$ cat config.mk
export PLATFORM = sky130hd
export DESIGN_NAME = uart_byte_rx
export DESIGN_NICKNAME = d
export VERILOG_FILES = /design/src/rtl/uart_rx_pkg.sv /design/src/rtl/rx_sync.sv /design/src/rtl/rx_tick_gen.sv /design/src/rtl/rx_frame_fsm.sv /design/src/rtl/uart_byte_rx.sv
export SDC_FILE = /design/constraint.sdc
export NUM_CORES = 1
export LEC_CHECK = 0
export BUFFER_PORTS_ARGS = -buffer_cell sky130_fd_sc_hd__clkbuf_2
export CAP_MARGIN = 20
export CORE_ASPECT_RATIO = 0.5
export CORE_UTILIZATION = 50
export DETAILED_ROUTE_END_ITERATION = 8
export PLACE_DENSITY = 0.7
export RECOVER_POWER = 25
export SYNTH_ARGS = -nofsm -noshare
export SYNTH_HDL_FRONTEND = slang
export SYNTH_HIERARCHICAL = 1
export SYNTH_SLANG_ARGS = --single-unit
$ cat constraint.sdc
create_clock -name clk -period 10.07 [get_ports clk]
set_clock_uncertainty 0.15 [all_clocks]
set_input_delay 2.014 -clock clk [delete_from_list [all_inputs] [get_ports clk]]
set_output_delay 2.014 -clock clk [all_outputs]
set_load 0.01 [all_outputs]
$ cat src/rtl/uart_rx_pkg.sv
package uart_rx_pkg;
  localparam int unsigned OVS = 16;

  typedef enum logic [2:0] {
    ST_IDLE,
    ST_START,
    ST_DATA,
    ST_STOP,
    ST_HOLD
  } rx_state_t;

  // Phase increment per clock for a 16x sample tick at the chosen rate.
  function automatic int unsigned tick_step(input logic fast,
                                            input int unsigned slow_baud,
                                            input int unsigned fast_baud);
    return (fast ? fast_baud : slow_baud) * OVS;
  endfunction
endpackage

$ cat src/rtl/rx_sync.sv
module rx_sync #(
  parameter int unsigned STAGES = 2
) (
  input  logic clk,
  input  logic rst,
  input  logic d_async,
  output logic d_sync
);
  logic [STAGES-1:0] chain;

  always_ff @(posedge clk) begin
    if (rst) chain <= '1;
    else     chain <= {chain[STAGES-2:0], d_async};
  end

  assign d_sync = chain[STAGES-1];
endmodule

$ cat src/rtl/rx_tick_gen.sv
module rx_tick_gen #(
  parameter int unsigned CLK_HZ    = 125_000_000,
  parameter int unsigned SLOW_BAUD = 115_200,
  parameter int unsigned FAST_BAUD = 4_000_000
) (
  input  logic clk,
  input  logic rst,
  input  logic clear,
  input  logic fast,
  output logic tick
);
  import uart_rx_pkg::*;

  localparam int unsigned ACC_W = $clog2(CLK_HZ) + 1;
  localparam logic [ACC_W-1:0] WRAP = ACC_W'(CLK_HZ);

  logic [ACC_W-1:0] acc;
  logic [ACC_W-1:0] step;
  logic [ACC_W-1:0] sum;

  always_comb begin
    step = ACC_W'(tick_step(fast, SLOW_BAUD, FAST_BAUD));
    sum  = acc + step;
  end

  assign tick = !clear && (sum >= WRAP);

  always_ff @(posedge clk) begin
    if (rst || clear) acc <= '0;
    else if (tick)    acc <= sum - WRAP;
    else              acc <= sum;
  end

  // fractional phase never reaches a full clock-rate unit
  assert_acc_bound_R6: assert property (@(posedge clk) disable iff (rst)
    acc < WRAP);
endmodule

$ cat src/rtl/rx_frame_fsm.sv
module rx_frame_fsm #(
  parameter int unsigned DATA_BITS = 8
) (
  input  logic                 clk,
  input  logic                 rst,
  input  logic                 rx,
  input  logic                 tick,
  output logic                 timer_clear,
  output logic                 done,
  output logic                 frame_err,
  output logic [DATA_BITS-1:0] char_out
);
  import uart_rx_pkg::*;

  localparam int unsigned CNT_W = $clog2(OVS);
  localparam int unsigned IDX_W = $clog2(DATA_BITS);
  localparam logic [CNT_W-1:0] MID_CNT  = CNT_W'(OVS / 2 - 1);
  localparam logic [CNT_W-1:0] LAST_CNT = CNT_W'(OVS - 1);
  localparam logic [IDX_W-1:0] LAST_IDX = IDX_W'(DATA_BITS - 1);

  rx_state_t              state;
  logic [CNT_W-1:0]       tcnt;
  logic [IDX_W-1:0]       bidx;
  logic [DATA_BITS-1:0]   shreg;
  logic                   mid_tick;
  logic                   end_tick;

  assign mid_tick    = tick && (tcnt == MID_CNT);
  assign end_tick    = tick && (tcnt == LAST_CNT);
  assign timer_clear = (state == ST_IDLE);
  assign char_out    = shreg;

  always_ff @(posedge clk) begin
    if (rst) begin
      state     <= ST_IDLE;
      tcnt      <= '0;
      bidx      <= '0;
      shreg     <= '0;
      done      <= 1'b0;
      frame_err <= 1'b0;
    end else begin
      done <= 1'b0;
      unique case (state)
        ST_IDLE: begin
          tcnt <= '0;
          bidx <= '0;
          if (!rx) state <= ST_START;
        end
        ST_START: begin
          if (mid_tick) begin
            tcnt <= '0;
            state <= rx ? ST_IDLE : ST_DATA;
          end else if (tick) begin
            tcnt <= tcnt + 1'b1;
          end
        end
        ST_DATA: begin
          if (tick) tcnt <= tcnt + 1'b1;
          if (end_tick) begin
            shreg <= {rx, shreg[DATA_BITS-1:1]};
            bidx  <= bidx + 1'b1;
            if (bidx == LAST_IDX) state <= ST_STOP;
          end
        end
        ST_STOP: begin
          if (tick) tcnt <= tcnt + 1'b1;
          if (end_tick) begin
            done      <= 1'b1;
            frame_err <= !rx;
            state     <= rx ? ST_IDLE : ST_HOLD;
          end
        end
        ST_HOLD: begin
          if (rx) state <= ST_IDLE;
        end
        default: state <= ST_IDLE;
      endcase
    end
  end

  // a start bit found high at its middle is dropped with no character
  assert_runt_drop_R3: assert property (@(posedge clk) disable iff (rst)
    (state == ST_START && mid_tick && rx) |=> (state == ST_IDLE && !done));

  // characters are only reported after the stop-bit sample
  assert_done_from_stop_R4: assert property (@(posedge clk) disable iff (rst)
    done |-> ($past(state) == ST_STOP));

  // an error character always leaves the receiver waiting for a high line
  assert_err_waits_R5: assert property (@(posedge clk) disable iff (rst)
    (done && frame_err) |-> (state == ST_HOLD));

  // while the line stays low after an error, nothing more is reported
  assert_single_break_R5: assert property (@(posedge clk) disable iff (rst)
    (state == ST_HOLD && !rx) |=> (!done && state == ST_HOLD));
endmodule

$ cat src/rtl/uart_byte_rx.sv
module uart_byte_rx #(
  parameter int unsigned CLK_HZ    = 125_000_000,
  parameter int unsigned SLOW_BAUD = 115_200,
  parameter int unsigned FAST_BAUD = 4_000_000,
  parameter int unsigned DATA_BITS = 8,
  parameter int unsigned SYNC_LEN  = 2
) (
  input  logic                 clk,
  input  logic                 rst,
  input  logic                 rate_fast,
  input  logic                 rxd,
  output logic                 m_valid,
  input  logic                 m_ready,
  output logic [DATA_BITS-1:0] m_data,
  output logic                 m_user
);
  logic                 rx_s;
  logic                 tick;
  logic                 timer_clear;
  logic                 done;
  logic                 frame_err;
  logic [DATA_BITS-1:0] char_out;
  logic                 can_load;

  rx_sync #(.STAGES(SYNC_LEN)) u_sync (
    .clk     (clk),
    .rst     (rst),
    .d_async (rxd),
    .d_sync  (rx_s)
  );

  rx_tick_gen #(
    .CLK_HZ    (CLK_HZ),
    .SLOW_BAUD (SLOW_BAUD),
    .FAST_BAUD (FAST_BAUD)
  ) u_tick (
    .clk   (clk),
    .rst   (rst),
    .clear (timer_clear),
    .fast  (rate_fast),
    .tick  (tick)
  );

  rx_frame_fsm #(.DATA_BITS(DATA_BITS)) u_fsm (
    .clk         (clk),
    .rst         (rst),
    .rx          (rx_s),
    .tick        (tick),
    .timer_clear (timer_clear),
    .done        (done),
    .frame_err   (frame_err),
    .char_out    (char_out)
  );

  assign can_load = !m_valid || m_ready;

  always_ff @(posedge clk) begin
    if (rst) begin
      m_valid <= 1'b0;
      m_data  <= '0;
      m_user  <= 1'b0;
    end else if (done && can_load) begin
      m_valid <= 1'b1;
      m_data  <= char_out;
      m_user  <= frame_err;
    end else if (m_ready) begin
      m_valid <= 1'b0;
    end
  end

  // stalled output keeps its payload
  assert_hold_stall_R7: assert property (@(posedge clk) disable iff (rst)
    (m_valid && !m_ready) |=> (m_valid && $stable(m_data) && $stable(m_user)));

  // a character finishing during a stall leaves the pending one in place
  assert_drop_new_R8: assert property (@(posedge clk) disable iff (rst)
    (m_valid && !m_ready && done) |=> $stable(m_data));
endmodule

## After elaboration in Yosys (flattened, before gate mapping)

Index checks and enable logic that the tools add are counted.

| operators by class | value |
|---|---|
| add/subtract/negate cells | 4 |
| multipliers | 0 |
| divide/modulo/power cells | 0 |
| order comparisons | 1 |
| eq/ne operators | 13 |
| shift-type cells | 0 |
| multiplexer cells | 19 |
| bitwise logic cells | 1 |
| reductions and logical operators | 19 |

Operator list:

| kind | number |
|---|---|
| adder 28 bit | 1 |
| greater-or-equal comparator 28 x 27 -> 1 bit (second input constant) | 1 |
| two-way mux 28 bit | 1 |
| subtractor 28 x 27 -> 28 bit (second input constant) | 1 |
| two-way mux 3 bit | 8 |
| two-way mux 22 bit | 1 |
| one-hot mux 3 bit (5 select lines) | 1 |
| one-hot mux 4 bit (3 select lines) | 1 |
| two-way mux 4 bit | 2 |
| != test 2 x 1 -> 1 bit (second input constant) | 4 |
| equality test 3 x 2 -> 1 bit (second input constant) | 2 |
| equality test 3 bit (second input constant) | 2 |
| one-hot mux 3 bit (2 select lines) | 1 |
| AND reduction 2 bit | 3 |
| AND reduction 6 bit | 1 |
| adder 4 x 1 -> 4 bit (second input constant) | 1 |
| equality test 4 x 3 -> 1 bit (second input constant) | 1 |
| equality test 4 bit (second input constant) | 1 |
| logical AND 1 bit | 4 |
| != test 2 bit (second input constant) | 2 |
| nonzero test 2 bit | 2 |
| OR reduction 2 bit | 2 |
| adder 3 x 1 -> 3 bit (second input constant) | 1 |
| equality test 3 x 1 -> 1 bit (second input constant) | 1 |
| 7 further kinds | 12 |

| storage, ports and cells | value |
|---|---|
| register bits after elaboration | 60 |
| bits in latches | 0 |
| RAM bits | 0 |
| memory bits (read-only) | 0 |
| bits of input ports | 5 |
| output and inout bits | 10 |
| word-level logic and storage cells | 68 |
| memories | 0 |

## Depth between registers and ports, before layout

| depth | value |
|---|---|
| depth after elaboration | 7 |
| mapped depth | 13 |
| gate-level depth less buffers | 13 |

## Modules after synthesis

The synthesis kept the hierarchy.

Modules (own cells, without submodules):

| module | instances | cells an instance | area each (µm²) | seq. area each (µm²) |
|---|---|---|---|---|
| rx_tick_gen | 1 | 223 | 1826.8 | 440.4 |
| rx_frame_fsm | 1 | 101 | 952.2 | 400.4 |
| uart_byte_rx | 1 | 44 | 460.4 | 200.2 |
| rx_sync | 1 | 4 | 52.6 | 40.0 |

## Worst setup path after synthesis

No wires, ideal clock.

| path | value |
|---|---|
| path kind | input port to flip-flop |
| start point | input rate_fast |
| end point | register u_fsm.bidx[0] |
| library setup time | 74 ps |
| arrival | 5138 ps |
| data required time | 9846 ps |
| setup slack | 4708 ps |
| cell stages on the path | 13 |
| path buffers | 0 |
| path through | ha_1 inv_1 fa_1 nand4b_1 a21boi_0 xnor2_1 nor2b_1 a2111o_1 a21o_1 nor2_1 nand3_1 or4_1 a31oi_1 |

| between the ends | value |
|---|---|
| word-level cells in the longest chain between the ends | 7 |

RTL lines:

| what | line | source |
|---|---|---|
| start: declaration | uart_byte_rx.sv:10 | `input logic rate_fast,` |
| two-way mux 22 bit | uart_rx_pkg.sv:16 | `return (fast ? fast_baud : slow_baud) * OVS;` |
| adder 28 bit | rx_tick_gen.sv:23 | `sum = acc + step;` |
| greater-or-equal comparator 28 x 27 -> 1 bit | rx_tick_gen.sv:26 | `assign tick = !clear && (sum >= WRAP);` |
| logical AND 1 bit | rx_tick_gen.sv:26 |  |
| named net tick | uart_byte_rx.sv:18 | `logic tick;` |
| logical AND 1 bit | rx_frame_fsm.sv:29 | `assign end_tick = tick && (tcnt == LAST_CNT);` |
| != test 2 x 1 -> 1 bit (no line) | -- |  |
| AND reduction 2 bit (no line) | -- |  |
| end signal: assignment | rx_frame_fsm.sv:61 | `bidx <= bidx + 1'b1;` |
| end: declaration | rx_frame_fsm.sv:23 | `logic [IDX_W-1:0] bidx;` |

The timed path passes the listed nets, and every way through them passes these cells.
A chain may end at the register's enable or synchronous reset.

## Worst setup path after layout

Same ends and word-level chain as after synthesis.

==> results.py <==
metrics = {
    "run_status": {
        "status": "completed",
    },
    "synth": {
        "avgSynthCellArea_sq_um": 8.849,
        "syn-cell-area_sq_um": 3292,
        "synthArstFlopShare_pct": 0,
        "synth-edff-count": 0,
        "synthFlopType": "dfxtp_1",
        "synthDistinctLibCells": 66,
        "synth_cells": 372,
        "yosysWarnings": 6,
        "ys_seq_area_share_pct": 32.84,
        "syn_nets": 392,
        "ys_ff_latch": 54,
    },
    "final_layout": {
        "post-route-cell-area_sq_um": 3538,
        "final_nets": 399,
        "drive_gt1_share_pct": 8.421,
        "syn2layout_area_growth_pct": 7.488,
        "stdcell_count": 468,
        "fillers": 578,
        "antenna_cells": 0,
    },
    "clock_tree": {
        "cts_buffers": 5,
        "clk_pin_slew_ns": 0.07,
        "cts_resized": 0,
        "clk_path_buf_depth": 2,
        "htreeDepth": 2,
        "hold_buffers": 0,
        "cts_root_buffer": "clkbuf_16",
        "post_cts_buffers": 0,
        "cts_sinks": 54,
        "cts_tree": "done",
        "insertion_delay_ns": 0.29,
    },
    "setup_path": {
        "worst_ep_required_time_ns": 10.11,
        "cpPeakStageDelay_ns": 0.57,
        "critPathLaunchType": "primary input",
        "cp_slowest_cell": "or4_1",
        "crit_fanout": 8,
        "crit_chain": "clkbuf_2 -> ha_1 -> inv_1 -> fa_1 -> nand4b_1 -> a21oi_1 -> o21a_1 -> xnor2_1 -> a2111o_1 -> a21o_1 -> nor2_1 -> nand3_1 -> or4_1 -> a31oi_1",
        "cp_data_arrival_time_ns": 5.99,
        "endpoint_kind": "flop",
        "path_class": "primary input to flop",
    },
    "sta": {
        "hold_slack_ns": 0.2740,
        "post-route-min-period_ns": 5.949,
        "finalHoldViolCount": 0,
        "maxSlewViolCount": 0,
        "max-slew-margin-rel_pct": 14.96,
        "fin_tns_setup_ns": 0,
        "max_freq_ghz": 0.1681,
        "fin_crit_sh_pct": 59.08,
        "tightest_slew_ns": 1.276,
        "rsz0062_at_grt": "false",
        "setup_violations": 0,
    },
    "routing": {
        "drc": 0,
        "vias": 2800,
        "wirelength_mm": 6.902,
        "drt-initial-drc-count": 163,
        "wl_per_cell_um": 14.75,
        "ant_nets": 0,
        "routed_via_density": 5.983,
        "dr.pass1.iters": 5,
    },
    "power_and_ir_drop": {
        "p_leak_nw": 1.226,
        "power_density_nw_per_um2": 128.7,
        "irDropWorstVdd_uv": 76.22,
        "power.total_uw": 455.3,
    },
    "placed_design": {
        "dpl.hpwl_mm": 5.006,
        "dp.cells": 460,
        "placed_area_sq_um": 3372,
        "port_buffers": 14,
        "place.gp.congestion": 0.9245,
    },
    "global_routing": {
        "grt_pass1_vias": 2602,
        "grt_pass1_wl_mm": 11.66,
        "met2_usage_pct": 35.76,
        "grt_start_max_net_pins": 43,
        "antenna_found_initial": 0,
        "grt.met1_usage_pct": 28.72,
        "grt_usage_pct": 21.47,
        "grt-busiest-layer": "met2",
        "met3_usage_pct": 3.476,
        "grt-ovfl-total": 0,
    },
    "flow_run": {
        "max-cap-violations": 0,
    },
    "floorplanning": {
        "initial_utilization_pct": 53.04,
        "rows": 20,
        "core_sq_um": 6206,
        "io_pins": 15,
        "dieArea_sq_um": 6932,
        "die_w_um": 116.8,
        "fp.dieH_um": 59.38,
    },
    "min_path": {
        "min_path_type": "flop to flop",
    },
}
flip-flops by register name (all words and copies together) (netlist names):
name	count
u_sync/chain	2
u_fsm/state	3
m_valid	1
m_data	8
u_fsm/done	1
u_fsm/bidx	3
u_fsm/tcnt	4
u_fsm/frame_err	1
u_tick/acc	22
m_user	1
u_fsm/char_out	8
report_power, final:
group	switching, mW	internal [mW]
clock network	0.0820	0.119
registers	0.00153	0.215
logic	0.0238	0.0137
total	0.107	0.348
logic make-up (layout without fill, tap and decap cells):
group                    count (synthesis)  in the layout  synth area share (%)
AO/OA/AOI/OAI                           96             96                 21.97
XOR/XNOR                                20             20                 5.321
adder cells (fa/ha/maj)                 15             15                 5.929
buffers and inverters                   26             34                 4.408
flip-flops                              54             54                 32.84
multiplexers                            20             20                 6.081
AND/OR/NAND/NOR                        141            141                 23.45
metal layers:
metal  share of wire (%)  routed length (um)
met1                  49                3371
met2                  46                3144
met3                 4.1                 280
met4                 1.5                 106
met5                   0                   0
area by class of cell:
type | count | area [sq um] | share of cell area (%)
Clock buffer | 5 | 125.1 | 3.536
Clock inverter | 3 | 47.55 | 1.344
Inverter | 12 | 45.04 | 1.273
Multi-Input combinational cell | 292 | 2066 | 58.38
Sequential cell | 54 | 1081 | 30.55
Tap cell | 88 | 110.1 | 3.112
Timing Repair Buffer | 14 | 63.81 | 1.803
path summary, 6_finish.rpt:
path / start / endpoint / slack (ns) / cells after the start
max: rate_fast / u_fsm/bidx[0] / 4.12 / 14
min reg2reg: u_sync/chain[0] / u_sync/chain[1] / 0.27 / 1
max reg2reg: u_tick/acc[12] / u_fsm/bidx[0] / 5.78 / 13
min: u_sync/chain[0] / u_sync/chain[1] / 0.27 / 1
through the flow:
| stage | utilization, % | worst slack (ns) |
|---|---|---|
| CTS | 57.12 | 4.189 |
| floorplan | - | 4.708 |
| finish | 57.02 | 4.121 |
| global route | 57.02 | 3.914 |
| global placement | 54.33 | 4.228 |
| detailed placement | 54.33 | 4.030 |
worst max-delay path: cells and delay by family:
kind,cells,cell delay (ns)
AO/OA/AOI/OAI,5,1.58
buffers and inverters,2,0.27
AND/OR/NAND/NOR,4,1.39
adder cells (fa/ha/maj),2,0.63
XOR/XNOR,1,0.12
cells in the final DEF (no fill, tap or decap), types with 4 or more instances in the layout:
cell type / count
nand3_1: 18
xnor2_1: 15
nand2b_1: 34
nor4_1: 4
clkbuf_1: 5
dfxtp_1: 54
nor3_1: 8
nand2_1: 19
clkbuf_2: 9
nor2_1: 22
a21o_1: 11
a211oi_1: 9
xor2_1: 5
a21oi_1: 19
mux2i_1: 20
nor2b_1: 6
o21ai_0: 11
inv_1: 12
or2_2: 4
a31oi_1: 7
nand4_1: 7
clkbuf_16: 5
ha_1: 14
cell usage after synthesis (all sizes together) (3+ instances only):
master,n,area [sq um]
dfxtp,54,1081
nand2b,34,212.7
nor2,22,82.58
a21oi,20,111.4
mux2i,20,200.2
nand2,19,71.32
nand3,19,100.1
xnor2,15,131.4
ha,14,175.2
o21ai,13,65.06
inv,12,45.04
a21o,11,82.58
a211oi,10,80.07
nor3,9,50.05
a31oi,8,65.06
buf,7,72.56
clkbuf,7,27.52
nand4,7,43.79
or2,7,46.29
nor2b,6,37.54
xor2,5,43.79
nor4,4,25.02
a221oi,3,32.53
and3,3,18.77
o211ai,3,22.52
o31ai,3,22.52
Power figures use the tool's default switching activity.
